$ cat config.mk
export PLATFORM = sky130hd
export DESIGN_NAME = l0s_tx_ctrl
export DESIGN_NICKNAME = d
export VERILOG_FILES = /design/src/rtl/l0s_pkg.sv /design/src/rtl/l0s_idle_detect.sv /design/src/rtl/l0s_tx_datapath.sv /design/src/rtl/l0s_tx_fsm.sv /design/src/rtl/l0s_tx_ctrl.sv
export SDC_FILE = /design/constraint.sdc
export NUM_CORES = 1
export LEC_CHECK = 0
export BUFFER_PORTS_ARGS = -buffer_cell sky130_fd_sc_hd__buf_4
export CORE_MARGIN = 8
export CORE_UTILIZATION = 44
export CTS_CLUSTER_DIAMETER = 100
export DETAILED_ROUTE_END_ITERATION = 16
export PLACE_DENSITY = 0.66
export SYNTH_ARGS = -nofsm -noshare
export SYNTH_HDL_FRONTEND = slang
export SYNTH_SLANG_ARGS = --single-unit
$ cat constraint.sdc
create_clock -name clk -period 2.7 [get_ports clk]
set_clock_uncertainty 0.1 [all_clocks]
set_input_delay 0.135 -clock clk [delete_from_list [all_inputs] [get_ports clk]]
set_output_delay 0.135 -clock clk [all_outputs]
set_load 0.05 [all_outputs]
$ cat src/rtl/l0s_pkg.sv
package l0s_pkg;
  typedef enum logic [1:0] {
    LP_L0    = 2'd0,
    LP_ENTRY = 2'd1,
    LP_STBY  = 2'd2,
    LP_EXIT  = 2'd3
  } lpState_e;

  typedef enum logic [2:0] {
    OS_DATA  = 3'd0,
    OS_EIOS  = 3'd1,
    OS_EIEOS = 3'd2,
    OS_FTS   = 3'd3,
    OS_NONE  = 3'd4
  } osKind_e;

  typedef enum logic [1:0] {
    PK_ENDPT = 2'd0,
    PK_SWUP  = 2'd1,
    PK_SWDN  = 2'd2,
    PK_RSVD  = 2'd3
  } portKind_e;

  typedef struct packed {
    logic tmrClr;
    logic seqStart;
    logic seqAck;
  } dpStrobe_t;
endpackage

$ cat src/rtl/l0s_idle_detect.sv
module l0s_idle_detect
  import l0s_pkg::*;
#(
  parameter int NUM_DS = 4
) (
  input  logic              aspmL0sEn,
  input  logic              inD0,
  input  logic              tlpPending,
  input  logic              fcBlocked,
  input  logic              dllpPending,
  input  logic [1:0]        portKind,
  input  logic [NUM_DS-1:0] dsRxL0s,
  input  logic              usRxL0s,
  output logic              linkQuiet
);
  logic ownQuiet;
  logic allDsStby;
  logic peerOk;

  generate
    if (NUM_DS > 0) begin : g_ds
      assign allDsStby = &dsRxL0s;
    end else begin : g_nods
      assign allDsStby = 1'b1;
    end
  endgenerate

  assign ownQuiet = !dllpPending && (!tlpPending || fcBlocked);

  always_comb begin
    unique case (portKind_e'(portKind))
      PK_ENDPT: peerOk = 1'b1;
      PK_SWUP:  peerOk = allDsStby;
      PK_SWDN:  peerOk = usRxL0s;
      default:  peerOk = 1'b0;
    endcase
  end

  assign linkQuiet = aspmL0sEn && inD0 && ownQuiet && peerOk;
endmodule

$ cat src/rtl/l0s_tx_datapath.sv
module l0s_tx_datapath
  import l0s_pkg::*;
#(
  parameter int EIOS_IDLE_CYC = 2,
  parameter int MIN_IDLE_CYC  = 5,
  parameter int NFTS_W        = 8
) (
  input  logic              clk,
  input  logic              rstN,
  input  dpStrobe_t         stb,
  input  logic [NFTS_W-1:0] nFts,
  input  logic              fastLink,
  output logic              eiosDue,
  output logic              minMet,
  output logic              eieosPend,
  output logic              seqLast,
  output logic              seqEmpty
);
  localparam int TMR_MAX = (EIOS_IDLE_CYC > MIN_IDLE_CYC) ? EIOS_IDLE_CYC : MIN_IDLE_CYC;
  localparam int TMR_W   = $clog2(TMR_MAX + 1);

  logic [TMR_W-1:0]  tmr;
  logic [NFTS_W-1:0] nLat;
  logic [NFTS_W-1:0] ftsCnt;

  always_ff @(posedge clk) begin
    if (!rstN) begin
      tmr <= '0;
    end else if (stb.tmrClr) begin
      tmr <= '0;
    end else if (tmr != TMR_W'(TMR_MAX)) begin
      tmr <= tmr + 1'b1;
    end
  end

  always_ff @(posedge clk) begin
    if (!rstN) begin
      nLat      <= '0;
      ftsCnt    <= '0;
      eieosPend <= 1'b0;
    end else if (stb.seqStart) begin
      nLat      <= nFts;
      ftsCnt    <= '0;
      eieosPend <= fastLink;
    end else if (stb.seqAck) begin
      if (eieosPend) eieosPend <= 1'b0;
      else           ftsCnt    <= ftsCnt + 1'b1;
    end
  end

  assign eiosDue  = (tmr == TMR_W'(EIOS_IDLE_CYC - 1));
  assign minMet   = (tmr >= TMR_W'(MIN_IDLE_CYC - 1));
  assign seqEmpty = !eieosPend && (ftsCnt == nLat);
  assign seqLast  = eieosPend ? (nLat == '0) : (NFTS_W'(ftsCnt + 1'b1) == nLat);
endmodule

$ cat src/rtl/l0s_tx_fsm.sv
module l0s_tx_fsm
  import l0s_pkg::*;
(
  input  logic      clk,
  input  logic      rstN,
  input  logic      linkQuiet,
  input  logic      osAck,
  input  logic      eiosDue,
  input  logic      minMet,
  input  logic      eieosPend,
  input  logic      seqLast,
  input  logic      seqEmpty,
  output dpStrobe_t stb,
  output osKind_e   osKind,
  output lpState_e  curState
);
  lpState_e nextState;
  logic     eiosSent;
  logic     eiosSentNext;

  always_comb begin
    nextState    = curState;
    eiosSentNext = eiosSent;
    stb          = '0;
    osKind       = OS_NONE;
    unique case (curState)
      LP_L0: begin
        osKind = OS_DATA;
        if (linkQuiet) begin
          nextState    = LP_ENTRY;
          eiosSentNext = 1'b0;
        end
      end
      LP_ENTRY: begin
        if (!eiosSent) begin
          osKind = OS_EIOS;
          if (osAck) begin
            eiosSentNext = 1'b1;
            stb.tmrClr   = 1'b1;
          end
        end else if (eiosDue) begin
          nextState  = LP_STBY;
          stb.tmrClr = 1'b1;
        end
      end
      LP_STBY: begin
        if (!linkQuiet && minMet) begin
          nextState    = LP_EXIT;
          stb.seqStart = 1'b1;
        end
      end
      default: begin
        if (seqEmpty) begin
          nextState = LP_L0;
        end else begin
          osKind = eieosPend ? OS_EIEOS : OS_FTS;
          if (osAck) begin
            stb.seqAck = 1'b1;
            if (seqLast) nextState = LP_L0;
          end
        end
      end
    endcase
  end

  always_ff @(posedge clk) begin
    if (!rstN) begin
      curState <= LP_L0;
      eiosSent <= 1'b0;
    end else begin
      curState <= nextState;
      eiosSent <= eiosSentNext;
    end
  end
endmodule

$ cat src/rtl/l0s_tx_ctrl.sv
module l0s_tx_ctrl
  import l0s_pkg::*;
#(
  parameter int EIOS_IDLE_CYC = 2,
  parameter int MIN_IDLE_CYC  = 5,
  parameter int NUM_DS        = 4,
  parameter int NFTS_W        = 8
) (
  input  logic              clk,
  input  logic              rstN,
  input  logic              aspmL0sEn,
  input  logic              inD0,
  input  logic              tlpPending,
  input  logic              fcBlocked,
  input  logic              dllpPending,
  input  logic [1:0]        portKind,
  input  logic [NUM_DS-1:0] dsRxL0s,
  input  logic              usRxL0s,
  input  logic [1:0]        linkSpeed,
  input  logic [NFTS_W-1:0] nFts,
  input  logic              osAck,
  output logic [2:0]        osType,
  output logic              elecIdle,
  output logic [1:0]        lpState
);
  logic      linkQuiet;
  logic      eiosDue, minMet, eieosPend, seqLast, seqEmpty;
  dpStrobe_t stb;
  osKind_e   osKind;
  lpState_e  curState;

  l0s_idle_detect #(.NUM_DS(NUM_DS)) u_idle (
    .aspmL0sEn(aspmL0sEn), .inD0(inD0), .tlpPending(tlpPending),
    .fcBlocked(fcBlocked), .dllpPending(dllpPending), .portKind(portKind),
    .dsRxL0s(dsRxL0s), .usRxL0s(usRxL0s), .linkQuiet(linkQuiet)
  );

  l0s_tx_fsm u_fsm (
    .clk(clk), .rstN(rstN), .linkQuiet(linkQuiet), .osAck(osAck),
    .eiosDue(eiosDue), .minMet(minMet), .eieosPend(eieosPend),
    .seqLast(seqLast), .seqEmpty(seqEmpty), .stb(stb),
    .osKind(osKind), .curState(curState)
  );

  l0s_tx_datapath #(
    .EIOS_IDLE_CYC(EIOS_IDLE_CYC), .MIN_IDLE_CYC(MIN_IDLE_CYC), .NFTS_W(NFTS_W)
  ) u_dp (
    .clk(clk), .rstN(rstN), .stb(stb), .nFts(nFts),
    .fastLink(linkSpeed != 2'd0), .eiosDue(eiosDue), .minMet(minMet),
    .eieosPend(eieosPend), .seqLast(seqLast), .seqEmpty(seqEmpty)
  );

  assign osType   = osKind;
  assign lpState  = curState;
  assign elecIdle = (curState == LP_STBY);
endmodule

==> results by group <==
Synth
  – Post-Synth Simple-Gate Area: 26.79%
  – EDFF count, synth: 0
  – Post-synthesis compound-gate area fraction: 13.11%
  – Syn Inst Count: 177
  – Synth async-reset ratio: 0%
  – Post-synthesis register bit count: 23
  – Most used DFF post-synth: dfxtp_1
  – Cell taking the most area after synthesis: dfxtp_1
  – Mux contribution to synthesized area: 7.346%
  – Main combinational cell family by area after synthesis: simple AND/OR/NAND/NOR gates
  – Top-area cell type share of the netlist area: 30.72%
  – Adder-Cell Fraction of Synth Area: 6.678%
  – Post-Synth XOR/XNOR Area: 11.10%
  – Top cells by count, synth: 28 x nor2_1, 23 x dfxtp_1, 16 x xnor2_1
  – Yosys warning count: 0
  – Avg Inst Size Synth: 8.469 um2
  – Sequential area share after synthesis: 30.72%
  – Ranking of synthesized cells by area: dfxtp_1 31%, xnor2_1 9.3%, mux2i_1 7.3%
  – Synthesized Nets: 210
  – Cell variety after synth: 42
  – Most common cell in the synthesized netlist: nor2_1
  – Post-Syn Area: 1499 um2

Critical path
  – Critical Path End Type: primary output
  – Crit path max-delay cell type: dfxtp_1
  – R2r startpoint: u_dp.ftsCnt[2]
  – Crit path from: u_dp.nLat[7]
  – Setup CP Type: flop to primary output
  – Worst setup SP type: flop
  – R2R cell count: 6
  – Critical Path AT: 1940 ps
  – FF-to-FF End: u_fsm.curState[1]
  – Register-to-register setup slack: 530 ps
  – Worst path cell trace: xnor2_1 -> nand4_1 -> nor3_1 -> nor2b_1 -> nor2_1 -> buf_4
  – Critical path data required time: 2470 ps
  – Crit-path max FO: 4
  – Slowest Stage Delay on Critical Path: 360 ps

Clock tree
  – # clock sinks: 23
  – Clock transition at path regs: 120 ps
  – CTS Root Cell: clkbuf_4
  – Clock Path Buffers: 2
  – H-tree lvl count: 1
  – CTS tree: built
  – Worst skew pair latency: 310 ps
  – Postcts setup bufs: 0
  – CTS Buf Count: 3

Worst hold path
  – Worst hold path endpoint: u_dp.eieosPend
  – Hold crit path type: input port to flop
  – WHS Path Cells: 3
  – HP Start: linkSpeed[0]

Global routing
  – Global Route Usage Sum: 13.97%
  – Global-route wire length before repair: 6.189 mm
  – Vias in the first global route: 1,421
  – GRT overflow: 0
  – Initial antenna violation count: 0
  – Largest net degree at the start of global routing: 14

Die
  – Die area: 5530 um2
  – Io pins: 31
  – Die Wd: 74.37 um
  – Starting density of the core: 45.28%
  – Rows: 21
  – Core area: 3311 um2
  – Chip Height: 74.37 um

Detailed routing
  – Vias: 1,369
  – DRT Pass-1 Iters: 4
  – Routed WL: 3.616 mm
  – Avg WL per Cell: 13.85 um
  – Post-route DRC: 0
  – Via density: 5.245
  – Final ANT Viol Nets: 0
  – Drt initial violations: 42

Finish
  – Finished Layout Cells: 261
  – Final Util: 56.50%
  – Non-Filler Cell Area, Final: 1871 um2
  – Share of post-route cells with drive strength above 1: 19.53%
  – Antenna fix cells: 0
  – Area grow syn2layout: 24.79%
  – Fin nets: 249

Timing
  – F_max: 460.7 MHz
  – Final Slew Violations: 0
  – Setup TNS: 0 ps
  – Rel. slew slack: 62.39%
  – Setup violation total in the final timing report: 0
  – Final period utilization: 80.39%
  – RSZ-0062 raised after global routing: false
  – Hold WS: 4.781 ps
  – Post-route minimum period: 2170 ps
  – Worst-margin pin slew: 560.7 ps
  – Final hold violations: 0

Placement
  – Port Buffers: 30
  – RD Place Congestion: 0.9587
  – Placed cell area: 1763 um2
  – HPWL after DPL: 2.921 mm
  – Cell count after placement: 249

Power and ir drop
  – PwrDens: 427.6 nW/um2
  – LEAKAGE: 0.7614 nW
  – Maximum VDD drop: 0.0002026 V

Run status
  – Outcome: completed

Flow run
  – MaxCap Viol Count: 0
==> what timing repair did <==
| item | CTS | global route |
|---|---|---|
| hold buffers | 8 | 0 |
| setup endpoints to repair | 0 | 0 |
| resized for setup | 0 | 0 |
| hold endpoints to repair | 8 | 0 |
==> through the flow <==
step,total power [W],setup slack [ps]
floorplan,0.0005540,192.8
global placement,0.0006307,652.0
detailed placement,0.0006382,552.8
CTS,0.0008049,532.7
global route,0.0008458,364.6
finish,0.0007998,529.5
==> worst max-delay path: cells and delay by family (launching register included) <==
family	cells	cell delay, ps
simple gates	4	710
xor+xnor	1	340
flops	1	360
buf+inv	1	200
==> routing by layer <==
metal  up-vias  track usage (%)  wire [um]
met1       640            13.83       1500
met5         -                0          0
li1        698                -          -
met4         0            4.783         37
met2        26            26.91       1862
met3         5            3.774        216
==> where the power goes <==
group	internal, W	total [W]	switching (W)	leakage [nW]
Sequential	0.000358	0.000381	0.0000225	0.186
Clock	0.0000554	0.000161	0.000106	0.0177
Combinational	0.000108	0.000258	0.000150	0.558
Total	0.000522	0.000800	0.000278	0.761
==> sequential cells by signal (all words and copies together) (netlist names) <==
register and flops:
u_dp.tmr 3, u_dp.nLat 8, u_dp.ftsCnt 8, u_fsm.curState 2, u_fsm.eiosSent 1, u_dp.eieosPend 1
==> worst max path at each step <==
stage                     depth (start not counted)                 to  slack, ps
final                                             6          osType[2]        530
after global routing                              7  u_fsm.curState[1]        360
after CTS                                         7  u_fsm.curState[1]        530
after detailed placement                          7  u_fsm.curState[1]        550
after global placement                            6  u_fsm.curState[1]        650
after floorplan                                   3          osType[0]        190
==> area by class of cell <==
type	count	area (um2)
clock buffers	3	22.52
clock inverters	1	5.005
fillers	333	1440
repair buffers	39	312.8
inverters	10	37.54
flip-flops and latches	23	460.4
multi-input cells	139	974.7
well taps	46	57.56
==> cells by family after synthesis <==
group           count (synthesis)
xor+xnor                       19
simple gates                   77
compound gates                 24
fa+ha+maj                       8
buf+inv                        15
mux                            11
flops                          23
==> cells in the final DEF (no fill, tap or decap), types with 4 or more instances in the layout <==
| master | synthesis | final |
|---|---|---|
| buf_4 | 0 | 31 |
| nor2_1 | 28 | 28 |
| dfxtp_1 | 23 | 23 |
| xnor2_1 | 16 | 16 |
| nand2_1 | 14 | 14 |
| mux2i_1 | 11 | 11 |
| inv_1 | 10 | 10 |
| nor3_1 | 9 | 9 |
| ha_1 | 8 | 8 |
| dlygate4sd3_1 | 0 | 8 |
| o211ai_1 | 5 | 5 |
| nand4_1 | 4 | 4 |
| a211oi_1 | 4 | 4 |
(Power assumes the default switching activity.)
